### src/rtl/colgen_pkg.sv
package colgen_pkg;

    typedef enum logic [1:0] {
        ST_IDLE  = 2'd0,
        ST_BURST = 2'd1,
        ST_PAGE  = 2'd2
    } cg_state_e;

    localparam int LEN_CODE_W = 3;
    localparam int LG_W       = 2;

endpackage

### src/rtl/colgen_len_decode.sv
module colgen_len_decode
    import colgen_pkg::*;
(
    input  logic [LEN_CODE_W-1:0] len_code,
    input  logic                  interleave,
    input  logic                  single_wr,
    input  logic                  is_write,
    output logic [LG_W-1:0]       lg,
    output logic                  full_page,
    output logic                  reserved
);

    always_comb begin
        lg        = '0;
        full_page = 1'b0;
        reserved  = 1'b0;
        unique case (len_code)
            3'b000: lg = 2'd0;
            3'b001: lg = 2'd1;
            3'b010: lg = 2'd2;
            3'b011: lg = 2'd3;
            3'b111: begin
                if (interleave) reserved  = 1'b1;
                else            full_page = 1'b1;
            end
            default: reserved = 1'b1;
        endcase
        if (is_write && single_wr) begin
            lg        = '0;
            full_page = 1'b0;
        end
    end

endmodule

### src/rtl/colgen_col_calc.sv
module colgen_col_calc
    import colgen_pkg::*;
#(
    parameter int COL_W = 9
) (
    input  logic [COL_W-1:0] base,
    input  logic [COL_W-1:0] beat,
    input  logic [LG_W-1:0]  lg,
    input  logic             full_page,
    input  logic             interleave,
    output logic [COL_W-1:0] wrap_mask,
    output logic [COL_W-1:0] col
);

    logic [COL_W-1:0] low_part;

    always_comb begin
        for (int i = 0; i < COL_W; i++) begin
            wrap_mask[i] = full_page | (i < int'(lg));
        end
    end

    always_comb begin
        if (interleave && !full_page) low_part = base ^ beat;
        else                          low_part = base + beat;
        col = (base & ~wrap_mask) | (low_part & wrap_mask);
    end

endmodule

### src/rtl/sdr_burst_colgen.sv
module sdr_burst_colgen
    import colgen_pkg::*;
#(
    parameter int COL_W = 9
) (
    input  logic             clk,
    input  logic             rst_n,
    input  logic [2:0]       cfg_len_code,
    input  logic             cfg_interleave,
    input  logic             cfg_single_wr,
    input  logic             cmd_start,
    input  logic             cmd_is_write,
    input  logic [COL_W-1:0] cmd_col,
    input  logic             cmd_stop,
    output logic [COL_W-1:0] col_out,
    output logic             beat_valid,
    output logic             beat_last,
    output logic             len_err
);

    cg_state_e        state_q, state_d;
    logic [COL_W-1:0] base_q, cnt_q, cnt_d;
    logic [LG_W-1:0]  lg_q, lg_new;
    logic             ilv_q, err_q;
    logic             full_new, rsv_new;
    logic [COL_W-1:0] mask_cur;
    logic [COL_W-1:0] col_cur;

    colgen_len_decode u_dec (
        .len_code   (cfg_len_code),
        .interleave (cfg_interleave),
        .single_wr  (cfg_single_wr),
        .is_write   (cmd_is_write),
        .lg         (lg_new),
        .full_page  (full_new),
        .reserved   (rsv_new)
    );

    colgen_col_calc #(.COL_W(COL_W)) u_calc (
        .base       (base_q),
        .beat       (cnt_q),
        .lg         (lg_q),
        .full_page  (state_q == ST_PAGE),
        .interleave (ilv_q),
        .wrap_mask  (mask_cur),
        .col        (col_cur)
    );

    // next-state and beat counter
    always_comb begin
        state_d = state_q;
        cnt_d   = cnt_q + 1'b1;
        unique case (state_q)
            ST_IDLE: begin
                cnt_d = cnt_q;
            end
            ST_BURST: begin
                if (cmd_stop || cnt_q == mask_cur) state_d = ST_IDLE;
            end
            ST_PAGE: begin
                if (cmd_stop) state_d = ST_IDLE;
            end
            default: state_d = ST_IDLE;
        endcase
        if (cmd_start) begin
            state_d = full_new ? ST_PAGE : ST_BURST;
            cnt_d   = '0;
        end
    end

    // state register and latched command
    always_ff @(posedge clk) begin
        if (!rst_n) begin
            state_q <= ST_IDLE;
            cnt_q   <= '0;
            base_q  <= '0;
            lg_q    <= '0;
            ilv_q   <= 1'b0;
            err_q   <= 1'b0;
        end else begin
            state_q <= state_d;
            cnt_q   <= cnt_d;
            if (cmd_start) begin
                base_q <= cmd_col;
                lg_q   <= lg_new;
                ilv_q  <= cfg_interleave;
                err_q  <= rsv_new;
            end
        end
    end

    // outputs
    always_comb begin
        beat_valid = 1'b0;
        beat_last  = 1'b0;
        col_out    = '0;
        unique case (state_q)
            ST_IDLE: ;
            ST_BURST: begin
                beat_valid = 1'b1;
                beat_last  = (cnt_q == mask_cur);
                col_out    = col_cur;
            end
            ST_PAGE: begin
                beat_valid = 1'b1;
                col_out    = col_cur;
            end
            default: ;
        endcase
        len_err = err_q;
    end

endmodule

### config.mk
export PLATFORM = sky130hd
export DESIGN_NAME = sdr_burst_colgen
export DESIGN_NICKNAME = d
export VERILOG_FILES = /design/src/rtl/colgen_pkg.sv /design/src/rtl/colgen_len_decode.sv /design/src/rtl/colgen_col_calc.sv /design/src/rtl/sdr_burst_colgen.sv
export SDC_FILE = /design/constraint.sdc
export NUM_CORES = 1
export LEC_CHECK = 0
export BUFFER_PORTS_ARGS = -buffer_cell sky130_fd_sc_hd__clkbuf_2
export CORE_ASPECT_RATIO = 1.1
export CORE_MARGIN = 1
export CORE_UTILIZATION = 58
export CTS_BUF_LIST = sky130_fd_sc_hd__clkbuf_8
export DETAILED_ROUTE_END_ITERATION = 12
export GPL_TIMING_DRIVEN = 0
export PLACE_DENSITY = 0.82
export SLEW_MARGIN = 10
export SYNTH_ARGS = -nofsm -noshare
export SYNTH_HDL_FRONTEND = slang
export SYNTH_HIERARCHICAL = 1
export SYNTH_SLANG_ARGS = --single-unit
### constraint.sdc
create_clock -name clk -period 2.9 [get_ports clk]
set_clock_uncertainty 0.15 [all_clocks]
set_input_delay 0.29 -clock clk [delete_from_list [all_inputs] [get_ports clk]]
set_output_delay 0.29 -clock clk [all_outputs]
set_load 0.02 [all_outputs]
## Word-level counts from Yosys, hierarchy flattened

Cells that the tools add are included.

- Register bits after elaboration: 24
- Latch bits: 0
- Bits in writable memories: 0
- ROM bits: 0
- Input port bits: 19
- Output and inout port bits: 12
- Logic and storage cells: 56
- Memories kept: 0

- Add/subtract/negate cells: 2
- Multipliers: 0
- Div/mod/pow operators: 0
- $lt $le $gt $ge: 3
- Equal/unequal tests: 10
- Shift-type cells: 0
- Multiplexer cells: 16
- Bitwise gates (word level): 9
- Reductions and logical operators: 10

Operator list:

| operator | number |
|---|---|
| bitwise AND 9 bit | 2 |
| 2-to-1 mux 9 bit | 2 |
| case mux 2 bit (3 select lines) | 2 |
| 2-to-1 mux 2 bit | 5 |
| adder 9 x 1 -> 9 bit, second input constant | 1 |
| adder 9 bit | 1 |
| == test 9 bit | 1 |
| NOT 9 bit | 1 |
| OR 9 bit | 1 |
| bitwise XOR 9 bit | 1 |
| == test 3 x 2 -> 1 bit, second input constant | 2 |
| 2-to-1 mux 1 bit | 6 |
| inequality test 3 bit, second input constant | 2 |
| less-than comparator 1 x 2 -> 1 bit, first input constant | 2 |
| OR reduction 2 bit | 2 |
| OR reduction 4 bit | 1 |
| == test 3 x 1 -> 1 bit, second input constant | 1 |
| == test 3 bit, second input constant | 1 |
| zero test 3 bit | 1 |
| OR 1 bit | 3 |
| AND reduction 3 bit | 1 |
| == test 2 x 1 -> 1 bit, second input constant | 1 |
| == test 2 bit, second input constant | 1 |
| logical AND 1 bit | 2 |
| 7 further kinds | 7 |

## Logic depth before layout (Yosys ltp)

Gate-level depths: netlist of the first run.

- Word-level depth: 7
- Gate-level depth with buffers: 8

## Modules after synthesis

The synthesis of the first run kept the hierarchy.

Modules (own cells, without submodules):

| module | times used | cells each | area each (um^2) | sequential area each (um^2) |
|---|---|---|---|---|
| sdr_burst_colgen | 1 | 125 | 1174.9 | 480.5 |
| colgen_col_calc | 1 | 79 | 590.6 | 0.0 |
| colgen_len_decode | 1 | 7 | 62.6 | 0.0 |

## Least setup slack after synthesis of the first run

Ideal clock, no wire load.

- Kind: reg2out
- From: register cnt_q[0]
- To: output port col_out[8]
- Arrival time: 2.250 ns
- Setup slack: 0.210 ns
- Stages on the path, launching flop included: 9
- Path through: dfxtp_1 -> ha_1 -> inv_1 -> fa_1 -> o21ai_1 -> a41o_1 -> mux2_4 -> or3_1 -> and2_1

- Cells in the longest elaborated chain, start to end: 5

Ends and longest elaborated chain:

| what | RTL line | text |
|---|---|---|
| start: declaration | sdr_burst_colgen.sv:22 | `logic [COL_W-1:0] base_q, cnt_q, cnt_d;` |
| start signal: assignment | sdr_burst_colgen.sv:82 | `cnt_q <= cnt_d;` |
| adder 9 bit | colgen_col_calc.sv:25 | `else low_part = base + beat;` |
| 2-to-1 mux 9 bit | colgen_col_calc.sv:24 | `if (interleave && !full_page) low_part = base ^ beat;` |
| bitwise AND 9 bit | colgen_col_calc.sv:26 | `col = (base & ~wrap_mask) \| (low_part & wrap_mask);` |
| OR 9 bit | colgen_col_calc.sv:26 |  |
| named net col_cur[8] | sdr_burst_colgen.sv:27 | `logic [COL_W-1:0] col_cur;` |
| 2-to-1 mux 9 bit | sdr_burst_colgen.sv:97 | `unique case (state_q)` |
| end: declaration | sdr_burst_colgen.sv:15 | `output logic [COL_W-1:0] col_out,` |

The timed path passes the listed nets, and every way through them passes these cells.

## Worst setup path in the final report of the first run

- From: register base_q[0]
- To: output port col_out[8]

- Cells in the longest elaborated chain, start to end: 5

Ends and longest elaborated chain:

| what | RTL line | text |
|---|---|---|
| start: declaration | sdr_burst_colgen.sv:22 |  |
| start signal: assignment | sdr_burst_colgen.sv:84 | `base_q <= cmd_col;` |
| adder 9 bit | colgen_col_calc.sv:25 |  |
| 2-to-1 mux 9 bit | colgen_col_calc.sv:24 |  |
| bitwise AND 9 bit | colgen_col_calc.sv:26 |  |
| OR 9 bit | colgen_col_calc.sv:26 |  |
| named net col_cur[8] | sdr_burst_colgen.sv:27 |  |
| 2-to-1 mux 9 bit | sdr_burst_colgen.sv:97 |  |

The timed path passes the listed nets, and every way through them passes these cells.

==> impl_metrics.tcl, run 1 <==
set metrics [dict create \
    status "finished with violations" \
    violations "negative setup slack" \
    layout_setup_ws_ns -0.0243 \
    ant_nets 0 \
    clkTransAtPathRegs_ns 0.08 \
    portBuffers 29 \
    synth_edf_count 0 \
    avgSynthCellArea_um2 8.66 \
    dieArea_um2 3380 \
    antenna_cells 0 \
    crit_type "reg2out" \
    tritoncts "yes" \
    ys_top_cells_by_count "dfxtp_1, nor2b_1, inv_1, mux2i_1, xnor2_1" \
    arrival_ns 2.48 \
    synth_area_leaders "dfxtp_1, ha_1, mux2i_1" \
    fin_crit_sh_pct 101 \
    synthArstFlopShare_pct 0 \
    grt_overflow 0 \
    placed_area_um2 2020 \
    power_density_nw_per_um2 337 \
    path_max_fanout 2 \
    fin_crit_ns 2.92 \
    grt_pass1_wl_mm 6.47 \
    antenna_found_initial 0 \
    grt_max_degree 14 \
    timing.final.hold_violations 0 \
    final_cells 281 \
    rows 21 \
    yosysWarnings 6 \
    place_ws_ns -0.0186 \
    synth_top_area_share_pct 26.3 \
    netlist_area_um2 1830 \
    cts-root-buf "clkbuf_8" \
    die_x_um 55.5 \
    dr_wl_met3_um 84 \
    critPathLaunchType "flop" \
    syn_nets 243 \
    worstMarginPinSlew_ns 0.355 \
    drive_gt1_share_pct 28.7 \
    gp_congestion 0.808 \
    wl_per_cell_um 13.5 \
    fin_area_um2 2130 \
    yosysMostFrequentCell "dfxtp_1" \
    peakVddDrop_v 0.000305 \
    dr.pass1.iters 4 \
    clk_latency_ns 0.26 \
    relSlewSlack_pct 76.1 \
    p_total_w 0.000719 \
    vias 1555 \
    wl_met1_mm 1.84 \
    top_layer "met4" \
    finalSetupViolCount 1 \
    htreeDepth 1 \
    core_um2 3020 \
    fmax_mhz 342 \
    place_inst 274 \
    wl_met2_mm 1.81 \
    route.detailed.drc 0 \
    finish.net_count 280 \
    hold_path_class "in2reg" \
    rsz0062_at_grt "true" \
    die_y_um 60.9 \
    ys_seq_area_share_pct 26.3 \
    synth_cell_types 48 \
    boundaryPins 31 \
    grt_util_all_layers_pct 24.2 \
    hold_buffers 0 \
    start_util_pct 60.5 \
    syn_to_final_growth_pct 16.8 \
    grt_pass1_vias 1486 \
    slew_viol_final 0 \
    cts_max_path_buffers 2 \
    drt_iter0_markers 58 \
    nFillCells 264 \
    hpwl_mm 2.85 \
    p_leak_nw 0.986 \
    cts.sinks 24 \
    netlist_instances 211 \
    maxCapViolCount 0 \
    required_ns 2.46 \
    yosys.area.top_type "dfxtp_1" \
    ys.flop_type "dfxtp_1" \
    vias_per_cell 5.53 \
    synth_seq_cells 24 \
    wl_mm 3.78 \
    numCtsBuffers 3 \
    cp-end-kind "output port" \
]
-- cell families (layout without fill, tap and decap cells) --
family	Yosys count	in the layout	share of synthesized area, %
flip-flops	24	24	26.3
buffers and inverters	26	62	6.71
multiplexers	20	20	11.6
AND/OR/NAND/NOR	75	75	24.2
AO/OA/AOI/OAI	33	33	12.3
XOR/XNOR	20	20	9.58
adder cells (fa/ha/maj)	13	13	9.31
-- worst max-delay path, cell delays in order (launching register included) --
cell      delay, ns
dfxtp_2        0.37
ha_4           0.14
inv_1          0.04
fa_2           0.34
o21ai_2        0.15
a41o_1         0.22
mux2_4         0.30
or3_1          0.33
and2_1         0.17
clkbuf_8       0.15
-- final cells by class --
cell class | instances | area (um2) | area share [%]
Multi-Input combinational cell | 161 | 1250 | 58.4
Sequential cell | 24 | 490 | 23.0
Timing Repair Buffer | 32 | 176 | 8.26
Buffer | 12 | 71.3 | 3.34
Clock buffer | 4 | 55.1 | 2.58
Inverter | 14 | 52.6 | 2.46
Tap cell | 34 | 42.5 | 1.99
-- where the power goes --
group	switching (W)	total (W)	leakage (nW)	internal [W]
Clock	0.000106	0.000227	0.0288	0.000121
Combinational	0.0000717	0.000139	0.758	0.0000677
Sequential	0.0000111	0.000352	0.199	0.000341
Total	0.000189	0.000719	0.986	0.000530
-- layout by cell type, fill, tap and decap left out, types with 2 or more instances in the layout --
| master | instances |
|---|---|
| dfxtp_1 | 18 |
| or2_2 | 3 |
| ha_1 | 10 |
| dfxtp_2 | 5 |
| nor2b_1 | 15 |
| and2_2 | 2 |
| or3_1 | 4 |
| o31ai_1 | 2 |
| buf_2 | 3 |
| nor4b_1 | 2 |
| xnor2_1 | 14 |
| inv_1 | 13 |
| a21oi_1 | 10 |
| buf_4 | 9 |
| nor4_1 | 2 |
| xor2_1 | 6 |
| o21ai_0 | 4 |
| nand2_1 | 11 |
| nand2b_1 | 2 |
| mux2i_1 | 14 |
| clkbuf_1 | 3 |
| a21o_1 | 2 |
| clkbuf_2 | 28 |
| nor2_1 | 9 |
| clkbuf_8 | 5 |
| and2_1 | 12 |
| nand3_1 | 4 |
| o21a_1 | 2 |
| mux2_2 | 5 |
| nand4b_1 | 2 |
| nand4_1 | 2 |
-- state kept, by name, summed over array words and instances, names as in the netlist --
name and cells:
ilv_q 1, len_err 1, base_q 9, lg_q 2
state_q 2, cnt_q 9
-- routing by layer --
layer	GRT usage, %	vias up
met2	44.8	31
met4	8.21	0
met1	29.8	715
li1	-	805
met5	0	-
met3	2.77	4
-- metrics by stage --
step / hold slack (ns) / setup TNS, ns / util [%]
after floorplan: 0.268 / 0 / -
after global placement: 0.353 / -0.0247 / 66.7
after detailed placement: 0.360 / -0.0186 / 66.7
after CTS: 0.131 / -0.0223 / 70.5
after global routing: 0.147 / -0.110 / 70.6
final: 0.132 / -0.0243 / 70.6
-- path summary, 6_finish.rpt --
check | start | end | slack (ns) | cells past startpoint
setup reg to reg | state_q[0] | state_q[1] | 0.59 | 8
setup / recovery | base_q[0] | col_out[8] | -0.02 | 9
hold reg to reg | len_err | len_err | 0.37 | 2
hold / removal | cmd_col[2] | base_q[2] | 0.13 | 3
-- repair_timing --
| item | CTS | global route |
|---|---|---|
| endpoints found under the hold margin | 0 | 0 |
| setup buffers | 3 | 0 |
| gates resized for setup | 12 | 4 |
| pin swaps | 2 | 1 |
| endpoints found under the setup margin | 3 | 2 |
| cloned | 0 | 0 |
(Power assumes the default switching activity.)
==> inputs of run 2 (changes only) <==
- BUFFER_PORTS_ARGS: -buffer_cell sky130_fd_sc_hd__clkbuf_2 -> -buffer_cell sky130_fd_sc_hd__buf_2
==> impl_metrics.tcl, run 2 (synthesis gave the netlist of run 1 again) <==
set metrics [dict create \
    cp-end-kind "output port" \
    peakVddDrop_v 0.000254 \
    layout_setup_ws_ns 0.0195 \
    relSlewSlack_pct 73.6 \
    fin_area_um2 2180 \
    drive_gt1_share_pct 30.4 \
    grt_overflow 0 \
    clk_latency_ns 0.27 \
    critPathLaunchType "flop" \
    worstMarginPinSlew_ns 0.396 \
    antenna_found_initial 0 \
    final_util_pct 72.0 \
    hpwl_mm 2.91 \
    power_density_nw_per_um2 333 \
    clkTransAtPathRegs_ns 0.08 \
    die_y_um 60.9 \
    dr.pass1.iters 4 \
    antenna_cells 0 \
    numCtsBuffers 3 \
    slew_viol_final 0 \
    vias 1590 \
    grt_util_all_layers_pct 24.9 \
    finish.net_count 283 \
    crit_type "reg2out" \
    die_x_um 55.5 \
    hold_path_class "in2reg" \
    ant_nets 0 \
    maxCapViolCount 0 \
    grt_max_degree 14 \
    drt_iter0_markers 56 \
    rsz0062_at_grt "true" \
    core_um2 3020 \
    htreeDepth 1 \
    cts.sinks 24 \
    boundaryPins 31 \
    rows 21 \
    final_common_cell "buf_2" \
    dieArea_um2 3380 \
    mostFrequentLayoutCells "buf_2, dfxtp_1, nor2b_1" \
    portBuffers 29 \
    hold_buffers 0 \
    largestRegisters "base_q (9), cnt_q (9)" \
    grt_pass1_vias 1440 \
    wl_mm 4.07 \
    timing.final.hold_violations 0 \
    finalSetupViolCount 0 \
    wl_per_cell_um 14.3 \
    p_leak_nw 0.999 \
    cts-root-buf "clkbuf_8" \
    grt_pass1_wl_mm 6.65 \
    place_ws_ns -0.0631 \
    tritoncts "yes" \
    fin_crit_ns 2.88 \
    hold_slack_ns 0.123 \
    placed_area_um2 2020 \
    arrival_ns 2.44 \
    fmax_mhz 347 \
    tns_ns 0 \
    gp_congestion 0.860 \
    route.detailed.drc 0 \
    path_max_fanout 2 \
    syn_to_final_growth_pct 19.0 \
    start_util_pct 60.5 \
    status "complete, no violations" \
    fin_crit_sh_pct 99.3 \
    required_ns 2.46 \
    vias_per_cell 5.60 \
    cts_max_path_buffers 2 \
]
-- run 2: cell count changes in the layout (fill, tap and decap cells not counted) --
cell | before | now
buf_2 | 3 | 30
buf_4 | 9 | 11
buf_6 | 0 | 2
clkbuf_2 | 28 | 1
clkbuf_8 | 5 | 4
dfxtp_2 | 5 | 4
dfxtp_4 | 1 | 2
ha_1 | 10 | 8
ha_2 | 1 | 2
ha_4 | 1 | 2
-- run 2: stage by stage --
step           std cells  power (W)
3_3_place_gp         274   0.000490
4_1_cts              282   0.000727
2_1_floorplan        211   0.000452
3_5_place_dp         274   0.000494
5_1_grt              284   0.000755
6_report             284   0.000725
-- run 2: what timing repair did --
action,CTS,global route
resized for setup,14,6
buffers inserted,4,2
pin swaps,5,3
endpoints found under the setup margin,2,3
-- run 2: power breakdown --
group / leakage [nW] / switching [W] / internal [W]
clock: 0.0288 / 0.000109 / 0.000121
sequential: 0.200 / 0.0000117 / 0.000340
combinational: 0.771 / 0.0000731 / 0.0000692
-- run 2: worst max-delay path, stage by stage, from the launching register on --
cell and delay, ns:
dfxtp_2 0.37, ha_4 0.14, inv_2 0.03, fa_2 0.34
o21ai_2 0.15, a41o_1 0.24, mux2_4 0.31, or3_1 0.30
and2_1 0.17, buf_6 0.13
-- run 2: final cells by class --
type                            count  area [um2]
Fill cell                         236         846
Timing Repair Buffer               35         200
Sequential cell                    24         493
Inverter                           14        52.6
Multi-Input combinational cell    161        1260
Buffer                             12        71.3
Clock buffer                        4        55.1
Tap cell                           34        42.5
-- run 2: metal layers --
metal / track usage [%] / vias to the layer above / wire length (um)
met2: 44.6 / 40 / 1980
met1: 31.4 / 738 / 1890
met3: 2.56 / 7 / 140
met5: 0 / - / 0
met4: 9.64 / 0 / 65
li1: - / 805 / -
-- run 2: worst paths after layout --
| kind | cells past startpoint | startpoint | slack, ns | to |
|---|---|---|---|---|
| min reg2reg | 2 | len_err | 0.37 | len_err |
| min | 3 | cmd_col[0] | 0.12 | base_q[0] |
| max reg2reg | 8 | state_q[0] | 0.58 | state_q[1] |
| max | 9 | base_q[0] | 0.02 | col_out[8] |
==> inputs of run 3 (changes only) <==
- CORE_MARGIN: 1 -> 3
- SYNTH_HIERARCHICAL: 1 -> unset
==> impl_metrics.tcl, run 3 <==
set metrics [dict create \
    worst-r2r-setup-slack_ns 1.01 \
    ant_nets 0 \
    mostFrequentLayoutCells "buf_2, dfxtp_1, nor2_1" \
    fmax_mhz 365 \
    avgSynthCellArea_um2 8.35 \
    synth_xor_area_share_pct 5.07 \
    grt_pass1_wl_mm 6.56 \
    rows 20 \
    antenna_cells 0 \
    switching_power_w 0.000188 \
    gp_congestion 0.835 \
    portBuffers 30 \
    critPathLaunchType "flop" \
    ys_seq_area_share_pct 27.8 \
    min-delay-start "cmd_col[6]" \
    slew_viol_final 0 \
    wl_mm 3.73 \
    vias 1554 \
    final_cells 274 \
    route.detailed.drc 0 \
    htreeDepth 1 \
    grt_util_all_layers_pct 22.4 \
    arrival_ns 2.30 \
    die_x_um 58.0 \
    clkTransAtPathRegs_ns 0.09 \
    boundaryPins 31 \
    path_buf_inv 2 \
    timing.final.hold_violations 0 \
    p_leak_nw 0.854 \
    synth_edf_count 0 \
    finalSetupViolCount 0 \
    yosys.area_share.adder_pct 10.6 \
    drt_iter0_markers 80 \
    vias_per_cell 5.67 \
    gr-max-usage-layer "met2" \
    grt_pass1_vias 1483 \
    maxCapViolCount 0 \
    met1_usage_pct 29.9 \
    finish.net_count 275 \
    dieArea_um2 3670 \
    use_met3_pct 3.89 \
    grt_overflow 0 \
    cts_max_path_buffers 2 \
    place_inst 270 \
    nFillCells 243 \
    peakVddDrop_v 0.000399 \
    sequentialPowerShare_pct 46.2 \
    power_density_nw_per_um2 385 \
    ff2ff_path_depth 8 \
    synthMuxAreaShare_pct 7.53 \
    drive_gt1_share_pct 19.1 \
    yosysMostFrequentCell "dfxtp_1" \
    tns_ns 0 \
    synth_compound_area_share_pct 20.9 \
    max_stage_delay_ns 0.44 \
    yosysWarnings 0 \
    syn_nets 240 \
    fin_crit_sh_pct 94.4 \
    synth_top_family_by_area "simple AND/OR/NAND/NOR gates" \
    hold_buffers 0 \
    synth_cell_types 46 \
    cp_top_family "adder cells" \
    synth_seq_cells 24 \
    status "complete, no violations" \
    worst_path_max_delay_cell "fa_1" \
    numCtsBuffers 3 \
    ys.flop_type "dfxtp_1" \
    crit_type "reg2out" \
    fin_crit_ns 2.74 \
    yosys.area.top_type "dfxtp_1" \
    synth_top_area_share_pct 27.8 \
    antenna_found_initial 0 \
    core_um2 2800 \
    wl_per_cell_um 13.6 \
    holdPathStages 3 \
    largestRegisters "base_q (9), cnt_q (9)" \
    relSlewSlack_pct 67.9 \
    grt_max_degree 15 \
    combPwrFrac_pct 16.0 \
    start_util_pct 61.7 \
    crit_chain "ha_1 > inv_1 > fa_1 > nor2b_4 > o31a_1 > o21a_1 > o221ai_2 > mux2i_1 > buf_2" \
    hold_path_class "in2reg" \
    synthSimpleGateAreaFrac_pct 24.3 \
    tritoncts "yes" \
    rr_startpoint "state_q[0]" \
    pwr-share-clk_pct 37.8 \
    hpwl_mm 2.91 \
    cp-end-kind "output port" \
    final_util_pct 71.1 \
    p_int_w 0.000579 \
    netlist_area_um2 1730 \
    synth_area_leaders "dfxtp_1, ha_1, mux2i_1" \
    clk_latency_ns 0.27 \
    path_max_fanout 5 \
    worstMarginPinSlew_ns 0.481 \
    min_delay_worst_endpoint "base_q[6]" \
    dr.pass1.iters 4 \
    cts-root-buf "clkbuf_8" \
    startpoint "cnt_q[0]" \
    synthArstFlopShare_pct 0 \
    final_common_cell "buf_2" \
    swShare_pct 24.5 \
    syn_to_final_growth_pct 15.3 \
    die_y_um 63.2 \
    timing.rr.end "state_q[0]" \
    cts.sinks 24 \
    gr-usage-met2_pct 37.9 \
    ys_top_cells_by_count "dfxtp_1, nor2_1, nor2b_1" \
    rsz0062_at_grt "false" \
    netlist_instances 207 \
    required_ns 2.46 \
]
-- run 3: cell types whose count changed after synthesis, sizes merged, moves of 4 or more --
| cell | change |
|---|---|
| and2 | -13 |
| buf | -7 |
| inv | -5 |
| mux2 | -6 |
| nor2 | +13 |
| nor3 | +4 |
| o211ai | +4 |
| o21ai | +9 |
| xnor2 | -12 |
-- run 3: cells by family (layout without fill, tap and decap cells) --
kind of cell / Yosys count / in the layout
AO/OA/AOI/OAI: 54 / 54
XOR/XNOR: 10 / 10
adder cells (fa/ha/maj): 14 / 14
buffers and inverters: 17 / 51
flip-flops: 24 / 24
multiplexers: 13 / 13
AND/OR/NAND/NOR: 75 / 75
-- run 3: worst min-delay path: cells and delay by family --
| kind | cells | cell delay, ns |
|---|---|---|
| multiplexers | 1 | 0.05 |
| AND/OR/NAND/NOR | 1 | 0.09 |
| buffers and inverters | 1 | 0.08 |
-- run 3: metal layers --
metal | wire length (um) | up-vias
met5 | 0 | -
met4 | 25 | 0
met3 | 126 | 4
met1 | 1810 | 707
met2 | 1770 | 29
li1 | - | 814
-- run 3: timing repair --
action	in CTS	in global routing
setup endpoints to repair	0	1
buffers inserted	0	0
resized for setup	0	1
-- run 3: how the worst max path moves through the flow --
stage                            end  slack (ns)  depth (start not counted)
after global routing      col_out[8]        0.02                          9
after global placement    col_out[8]        0.40                          9
after detailed placement  col_out[8]        0.40                          9
after floorplan           col_out[4]        0.41                          8
final                     col_out[8]        0.16                          9
after CTS                 col_out[8]        0.09                          9
-- run 3: per-stage QoR --
stage / area (um2) / setup WS (ns) / total power, W / hold WS (ns)
after floorplan: 1730 / 0.412 / 0.000442 / 0.268
after global placement: 1920 / 0.400 / 0.000480 / 0.319
after detailed placement: 1920 / 0.404 / 0.000483 / 0.324
after CTS: 1990 / 0.0853 / 0.000771 / 0.127
after global routing: 1990 / 0.0171 / 0.000798 / 0.150
final: 1990 / 0.162 / 0.000767 / 0.125
-- run 3: power groups by stage --
stage / Combinational [W] / Clock [W] / Sequential, W
floorplan: 0.0000845 / 0 / 0.000358
global placement: 0.000119 / 0 / 0.000361
detailed placement: 0.000122 / 0 / 0.000361
CTS: 0.000123 / 0.000294 / 0.000354
global route: 0.000138 / 0.000304 / 0.000356
finish: 0.000123 / 0.000290 / 0.000354
-- run 3: final cells by class --
class	instances	area (um2)	area share [%]
well taps	33	41.3	2.07
plain buffers	8	32.5	1.63
inverters	9	33.8	1.70
clock inverters	1	30.0	1.51
multi-input cells	166	1180	59.3
flip-flops and latches	24	482	24.2
clock buffers	3	41.3	2.07
repair buffers	30	150	7.54
